$ cat config.mk
export PLATFORM = sky130hd
export DESIGN_NAME = ovclamp_hiccup_seq
export DESIGN_NICKNAME = d
export VERILOG_FILES = /design/src/rtl/ohs_pkg.sv /design/src/rtl/ohs_fault_merge.sv /design/src/rtl/ohs_ramp_cmp.sv /design/src/rtl/ovclamp_hiccup_seq.sv
export SDC_FILE = /design/constraint.sdc
export NUM_CORES = 1
export LEC_CHECK = 0
export ABC_CLOCK_PERIOD_IN_PS = 2800
export BUFFER_PORTS_ARGS = -buffer_cell sky130_fd_sc_hd__buf_2
export CORE_MARGIN = 2
export CORE_UTILIZATION = 53
export DETAILED_ROUTE_END_ITERATION = 10
export PLACE_DENSITY = 0.75
export SYNTH_ARGS = -nofsm -noshare
export SYNTH_HDL_FRONTEND = slang
export SYNTH_HIERARCHICAL = 1
export SYNTH_SLANG_ARGS = --single-unit
$ cat constraint.sdc
create_clock -name clk -period 2.8 [get_ports clk]
set_input_delay 0.56 -clock clk [delete_from_list [all_inputs] [get_ports clk]]
set_output_delay 0.56 -clock clk [all_outputs]
set_load 0.03 [all_outputs]
$ cat src/rtl/ohs_pkg.sv
package ohs_pkg;

    typedef enum logic [2:0] {
        ST_OFF   = 3'd0,
        ST_SOFT  = 3'd1,
        ST_RUN   = 3'd2,
        ST_DRAIN = 3'd3,
        ST_LOCK  = 3'd4
    } ohs_state_e;

    typedef struct packed {
        logic any;   // any fault flag present
        logic ovrv;  // a voltage fault that must latch the clamp
    } ohs_flags_t;

endpackage

$ cat src/rtl/ohs_fault_merge.sv
module ohs_fault_merge
    import ohs_pkg::*;
(
    input  logic       ilim_i,
    input  logic       ov_i,
    input  logic       rv_i,
    output ohs_flags_t flags_o
);

    always_comb begin
        flags_o.ovrv = ov_i | rv_i;
        flags_o.any  = ov_i | rv_i | ilim_i;
    end

endmodule

$ cat src/rtl/ohs_ramp_cmp.sv
module ohs_ramp_cmp #(
    parameter int RAMP_W   = 10,
    parameter int TERM_LVL = 800,
    parameter int REEN_LVL = 80
) (
    input  logic [RAMP_W-1:0] ramp_i,
    output logic              at_top_o,     // next upward step reaches termination
    output logic              above_reen_o, // still above the re-enable level
    output logic              above_zero_o
);

    localparam logic [RAMP_W-1:0] TOP_M1 = RAMP_W'(TERM_LVL - 1);
    localparam logic [RAMP_W-1:0] REEN_V = RAMP_W'(REEN_LVL);

    always_comb begin
        at_top_o     = (ramp_i >= TOP_M1);
        above_reen_o = (ramp_i >  REEN_V);
        above_zero_o = (ramp_i != '0);
    end

endmodule

$ cat src/rtl/ovclamp_hiccup_seq.sv
module ovclamp_hiccup_seq
    import ohs_pkg::*;
#(
    parameter int RAMP_W   = 10,
    parameter int TERM_LVL = 800,
    parameter int REEN_LVL = 80
) (
    input  logic              clk,
    input  logic              rst_n,
    input  logic              en_i,
    input  logic              uv_i,
    input  logic              ilim_i,
    input  logic              ov_i,
    input  logic              rv_i,
    input  logic              latch_off_i,
    output logic              run_o,
    output logic [RAMP_W-1:0] ramp_o,
    output logic              clamp_o
);

    typedef struct packed {
        ohs_state_e        st;
        logic [RAMP_W-1:0] ramp;
        logic              clamp;
    } seq_t;

    seq_t       cur_q;
    seq_t       nxt_d;
    ohs_flags_t flg;
    logic       at_top;
    logic       above_reen;
    logic       above_zero;

    ohs_fault_merge u_merge (
        .ilim_i  (ilim_i),
        .ov_i    (ov_i),
        .rv_i    (rv_i),
        .flags_o (flg)
    );

    ohs_ramp_cmp #(
        .RAMP_W   (RAMP_W),
        .TERM_LVL (TERM_LVL),
        .REEN_LVL (REEN_LVL)
    ) u_cmp (
        .ramp_i       (cur_q.ramp),
        .at_top_o     (at_top),
        .above_reen_o (above_reen),
        .above_zero_o (above_zero)
    );

    always_comb begin
        nxt_d = cur_q;
        if (!en_i || uv_i) begin
            // power loss: clear all but a latched clamp
            nxt_d.st   = ST_OFF;
            nxt_d.ramp = '0;
        end else begin
            unique case (cur_q.st)
                ST_OFF: begin
                    nxt_d.st = cur_q.clamp ? ST_DRAIN : ST_SOFT;
                end
                ST_SOFT, ST_RUN: begin
                    if (flg.any) begin
                        nxt_d.st    = latch_off_i ? ST_LOCK : ST_DRAIN;
                        nxt_d.clamp = cur_q.clamp | flg.ovrv;
                    end else if (cur_q.st == ST_SOFT) begin
                        nxt_d.ramp = cur_q.ramp + 1'b1;
                        if (at_top) begin
                            nxt_d.st = ST_RUN;
                        end
                    end
                end
                ST_DRAIN: begin
                    if (above_reen) begin
                        nxt_d.ramp = cur_q.ramp - 1'b1;
                    end else begin
                        if (!flg.ovrv) begin
                            nxt_d.clamp = 1'b0;
                        end
                        if (!flg.any) begin
                            nxt_d.st = ST_SOFT;
                        end
                    end
                    if (flg.ovrv) begin
                        nxt_d.clamp = 1'b1;
                    end
                end
                ST_LOCK: begin
                    if (above_zero) begin
                        nxt_d.ramp = cur_q.ramp - 1'b1;
                    end
                    if (flg.ovrv) begin
                        nxt_d.clamp = 1'b1;
                    end else if (!above_reen) begin
                        nxt_d.clamp = 1'b0;
                    end
                end
                default: begin
                    nxt_d.st = ST_OFF;
                end
            endcase
        end
    end

    always_ff @(posedge clk or negedge rst_n) begin
        if (!rst_n) begin
            cur_q <= '{st: ST_OFF, ramp: '0, clamp: 1'b0};
        end else begin
            cur_q <= nxt_d;
        end
    end

    assign run_o   = (cur_q.st == ST_SOFT) || (cur_q.st == ST_RUN);
    assign ramp_o  = cur_q.ramp;
    assign clamp_o = cur_q.clamp;

endmodule

* Word level (Yosys, flattened, before mapping)
Cells that the tools add are included.
** Cells by class
- Equality and inequality tests :: 14
- $lt $le $gt $ge :: 2
- Reduce and logical (&&, ||, !) cells :: 11
- Mux-type cells :: 16
- Add/subtract/negate cells :: 2
- Bitwise operators :: 4
** Operator list (count)
- one-hot mux 11 bit (3 select lines) :: 1
- two-way mux 10 bit :: 3
- two-way mux 13 bit :: 2
- != test 3 bit (second input constant) :: 6
- two-way mux 3 bit :: 5
- one-hot mux 3 bit (4 select lines) :: 1
- adder 10 x 1 -> 10 bit (second input constant) :: 1
- greater-or-equal comparator 10 bit (second input constant) :: 1
- > comparator 10 x 7 -> 1 bit (second input constant) :: 1
- AND reduction 5 bit :: 2
- nonzero test 10 bit :: 1
- subtractor 10 x 1 -> 10 bit (second input constant) :: 1
- != test 4 bit (second input constant) :: 2
- equality test 3 x 2 -> 1 bit (second input constant) :: 2
- != test 2 bit (second input constant) :: 2
- nonzero test 4 bit :: 1
- equality test 3 x 1 -> 1 bit (second input constant) :: 1
- equality test 3 bit (second input constant) :: 1
- logical NOT 3 bit :: 1
- two-way mux 1 bit :: 3
- OR 1 bit :: 3
- AND reduction 3 bit :: 1
- nonzero test 3 bit :: 1
- logical OR 1 bit :: 2
- other kinds (4) :: 4
** Storage, ports and cells
- Bits of input ports :: 8
- Output and inout port bits :: 12
- Logic and storage cells :: 52
- Flip-flop bits (word level) :: 14

* Logic depth before layout (Yosys ltp)
- Depth in word-level cells :: 6
- Mapped depth :: 9
- Gate-level depth less buffers :: 8

* By module
Netlist, hierarchy kept.
** By module, submodules not included
- ovclamp_hiccup_seq :: sequential area each 350.3 sq um, cells each 135, instances 1, area an instance 1221.2 sq um
- ohs_ramp_cmp :: sequential area each 0.0 sq um, cells each 11, instances 1, area an instance 70.1 sq um
- ohs_fault_merge :: sequential area each 0.0 sq um, cells each 2, instances 1, area an instance 12.5 sq um

* Worst setup path before layout
Ideal clock, no wire load.
- Kind :: register to register
- Start :: register cur_q[12] (netlist name)
- End :: register cur_q (netlist bit ramp_o[8])
- Cell stages (with the launch flop) :: 10
- Data arrival time :: 2319 ps
- Required time :: 2675 ps
- Clock period less this slack :: 2444 ps
- Path buffers :: 1
- Library setup time :: 125 ps
- Path slack :: 356 ps
- Path through :: dfrtp_1 -> buf_4 -> nor3b_1 -> a21o_1 -> ha_1 -> or4_1 -> o21ai_0 -> a21oi_1 -> xnor2_1 -> a21oi_1
** Between the ends
- Cells in the longest elaborated chain, start to end :: 4
- Elaborated cells on any way between the ends :: 13
- Those cells by class :: eq/ne (8); mux (2); reduce/logical (3)
** Ends and longest elaborated chain
- start, declared :: RTL line ovclamp_hiccup_seq.sv:27 : seq_t cur_q;
- start signal, assigned :: RTL line ovclamp_hiccup_seq.sv:108 : cur_q <= '{st: ST_OFF, ramp: '0, clamp: 1'b0};
- start signal, assigned :: RTL line ovclamp_hiccup_seq.sv:110 : cur_q <= nxt_d;
- equality test 3 x 1 -> 1 bit / equality test 3 x 2 -> 1 bit (equally long branches) :: RTL line ovclamp_hiccup_seq.sv:59, ovclamp_hiccup_seq.sv:67
- OR reduction 2 bit :: RTL line ovclamp_hiccup_seq.sv:59 : unique case (cur_q.st)
- != test 3 bit (no line) (tied with other cells)
- AND reduction 5 bit (no line) / two-way mux 13 bit (equally long branches)
Parallel ways exist; a longest one is shown, timed or not.
A chain may end at the register's enable or synchronous reset.

* Worst setup path after layout
- Start :: register cur_q[11] (netlist name)
- End :: register cur_q (netlist bit ramp_o[9])
Same word-level chain as after synthesis.

==> impl_results.md <==
- Status: completed
- Worst IR Drop VDD: around 0.37 mV
- Max-cap violations: 0
- GR Util met1: between 20% and 30%
- Reg clk slew, reported paths: about 100 ps
- Post-synth top area share: 26.9%
- Vias in the first global route: roughly 1100
- Routed vias/inst: just over 6
- Core ar.: 2280 um^2
- Worst-path cell chain: nor3b_1 -> a21o_2 -> ha_1 -> a211oi_1 -> o21ai_1 -> nor4_1 -> and4bb_1 -> mux2i_1
- Global Route met3 Usage: around 2.2%
- Post-synthesis cell type count: 46
- Num CTS Buffers: 3
- Largest net degree at the start of global routing: 15
- Most used DFF post-synth: dfrtp_1
- Startpoint type of the worst setup path: flip-flop
- Asr flop ratio synth: 100%
- ANT nets after route: 0
- Fin. max-slew vios: 0
- Pre-CTS WS: about 94 ps
- Cell taking the most area after synthesis: dfrtp_1
- Initial antenna violation count: 0
- Unrepaired setup endpoints after global routing: false
- Slew headroom: a little under three fifths
- DRT iter0 DRCs: 26
- Fin. Hold Viols: 0
- Critical path class: reg2reg
- Post-synth EDFFs: 0
- Leakage power total: 0.702 nW
- H-tree Lvls: 1
- Synthesized net count: ~170
- Die Wd: about 54 um
- CTS sink count: 14
- I/O pins: 20
- Max stage delay cell, worst path: dfrtp_1
- Clock tree from TritonCTS: yes
- Detailed Place HPWL: between 2000 and 2500 um
- Share of cells above drive strength 1: roughly a fifth
- CTS resizes: 0
- FMAX: between 300 and 400 MHz
- FF-to-FF End: ramp_o[9]
- Min Tclk post-route: between 2000 and 3000 ps
- Fin nets: approximately 180
- Gr busiest metal: met2
- R2R cell count: 8
- Global-route wire length before repair: approximately 4900 um
- Worst path max stage delay: 510 ps
- Largest cells by area after synthesis: dfrtp_1 (27%), ha_1 (8.6%), buf_4 (6.3%), a21oi_1 (4.2%), mux2i_1 (3.8%)
- Worst-margin pin slew: between 600 and 700 ps
- Grt ovf: 0
- Final Setup Violations: 0
- Maximum buffer depth of the clock tree: 2
- RD Place Congestion: between 0.9 and 1
- Seq/Total Area, Yosys: between 20% and 30%
- CP delay by family, top: simple AND/OR/NAND/NOR gates
- Avg WL per Cell: between 15 and 20 um
- #FFs+latches synth: 14
- Post-route setup TNS: 0 ps
- Total Routed Length: approximately 3000 um
- Mapped Cells: around 150
- Area of the mapped netlist: 1300 um^2
- Top cells by count, synth: dfrtp_1 (14), nor2_1 (12), a21oi_1 (11), buf_4 (11), ha_1 (9)
- Root buffer cell: clkbuf_4
- Die Y: 53.6 um
- Critical Path AT: 2710 ps
- Final worst setup slack: around 270 ps
- Total Routing Usage GR: 23.6%
- Starting density of the core: 57.3%
- Vias: around 1200
- PwrDens: ~370 nW/um^2
- Antenna cell count: 0
- Area grow syn2layout: 6.53%
- Most frequent cell after synthesis: dfrtp_1
- Final Skew: approximately 9.3 ps
- Reg-to-reg critical path startpoint: cur_q[11]
- Crit share post-route: 90.3%
- GRT met2 Usage: a little over two fifths
- Reg2Reg Setup Slack: ~270 ps
- Row cnt: 17
- IO buf count: 19
- Ys Warns: 6
- Number of hold buffers added after cts: 0
- Syn Area/Cell: between 8 and 9 um^2
- TritonRoute pass-1 iters: 4
- Req. time, crit path: just under 3000 ps
- CP max FO: 13
- Setup crit end kind: flip-flop
- Post-CTS Setup Inserts: 0
- Die area: 2870 um^2
- Remaining DRCs: 0
- Worst hold path class: in2async
- Buffer and inverter count on the worst path: 0
- Clk_lat worst skew: approximately 280 ps
==> where the power goes <==
part           switching (mW)  internal, mW  leakage [nW]  total (mW)
Clock                  0.0711        0.0791        0.0210       0.150
Combinational          0.0892        0.0576         0.492       0.147
Sequential             0.0115         0.212         0.190       0.223
Total                   0.172         0.348         0.702       0.520
==> placed cells by master, fill, tap and decap left out, types with 2 or more instances in the layout <==
master / netlist / routed
buf_2: 0 / 19
dfrtp_1: 14 / 14
nor2_1: 12 / 12
a21oi_1: 11 / 11
ha_1: 9 / 9
nand2_1: 8 / 8
a21o_1: 6 / 5
xnor2_1: 5 / 5
mux2i_1: 5 / 5
o21ai_0: 6 / 5
nand3_1: 5 / 5
nor3_1: 4 / 4
nor4_1: 4 / 4
inv_1: 3 / 3
xor2_1: 3 / 3
nand2b_1: 3 / 3
o211ai_1: 3 / 3
nand4_1: 3 / 3
clkbuf_4: 0 / 3
nor2b_1: 2 / 2
a211oi_1: 2 / 2
o21ai_1: 1 / 2
a31oi_1: 2 / 2
o21a_1: 2 / 2
nand3b_1: 2 / 2
buf_4: 11 / 2
==> per-layer routing <==
layer  vias to the layer above  wire length (um)
met3                         2               137
met1                       556              1320
li1                        569                 -
met5                         -                 0
met2                        36              1500
met4                         0                29
==> cell families (layout without fill, tap and decap cells) <==
| kind of cell | count (synthesis) | count (layout) | share of synthesized area [%] |
|---|---|---|---|
| mux | 5 | 5 | 3.84 |
| simple gates | 54 | 54 | 23.5 |
| compound gates | 40 | 40 | 21.6 |
| buf+inv | 17 | 29 | 8.64 |
| flops | 14 | 14 | 26.9 |
| xor+xnor | 8 | 8 | 5.37 |
| fa+ha+maj | 10 | 10 | 10.2 |
==> how the worst max path moves through the flow <==
stage	from	end	slack (ps)	cells past startpoint
CTS	cur_q[11]	ramp_o[9]	60	8
floorplan	cur_q[12]	ramp_o[8]	360	9
finish	cur_q[11]	ramp_o[9]	270	8
global route	cur_q[11]	ramp_o[9]	10	8
detailed placement	cur_q[11]	ramp_o[9]	90	8
global placement	cur_q[11]	ramp_o[9]	210	8
==> stage by stage <==
stage / power, mW / utilization [%] / std cells / hold WS [ps] / instance area (um^2)
6_report: 0.520 / 61.0 / 188 / 161 / 1390
2_1_floorplan: 0.336 / - / 148 / 264 / 1300
4_1_cts: 0.521 / 61.0 / 188 / 166 / 1390
5_1_grt: 0.545 / 61.0 / 188 / 176 / 1390
3_5_place_dp: 0.372 / 59.4 / 184 / 478 / 1350
3_3_place_gp: 0.367 / 59.4 / 184 / 475 / 1350
==> worst reg2reg max path, cell delays in order (launching register included) <==
cell and delay, ps:
dfrtp_1 510, nor3b_1 320, a21o_2 300, ha_1 300, a211oi_1 210, o21ai_1 190
nor4_1 220, and4bb_1 260, mux2i_1 120
==> sequential cells by signal, summed over array words and instances, names as in the netlist <==
signal	flops
ramp_o	10
cur_q	3
clamp_o	1
==> final cells by class <==
type	instances	area, um^2
fill	188	887
clock buffer	4	36.3
inverter	4	15.0
tap	28	35.0
sequential	14	350
timing repair buffer	21	110
multi-input combinational	117	842
No activity file was read; power rests on OpenSTA's default activity.
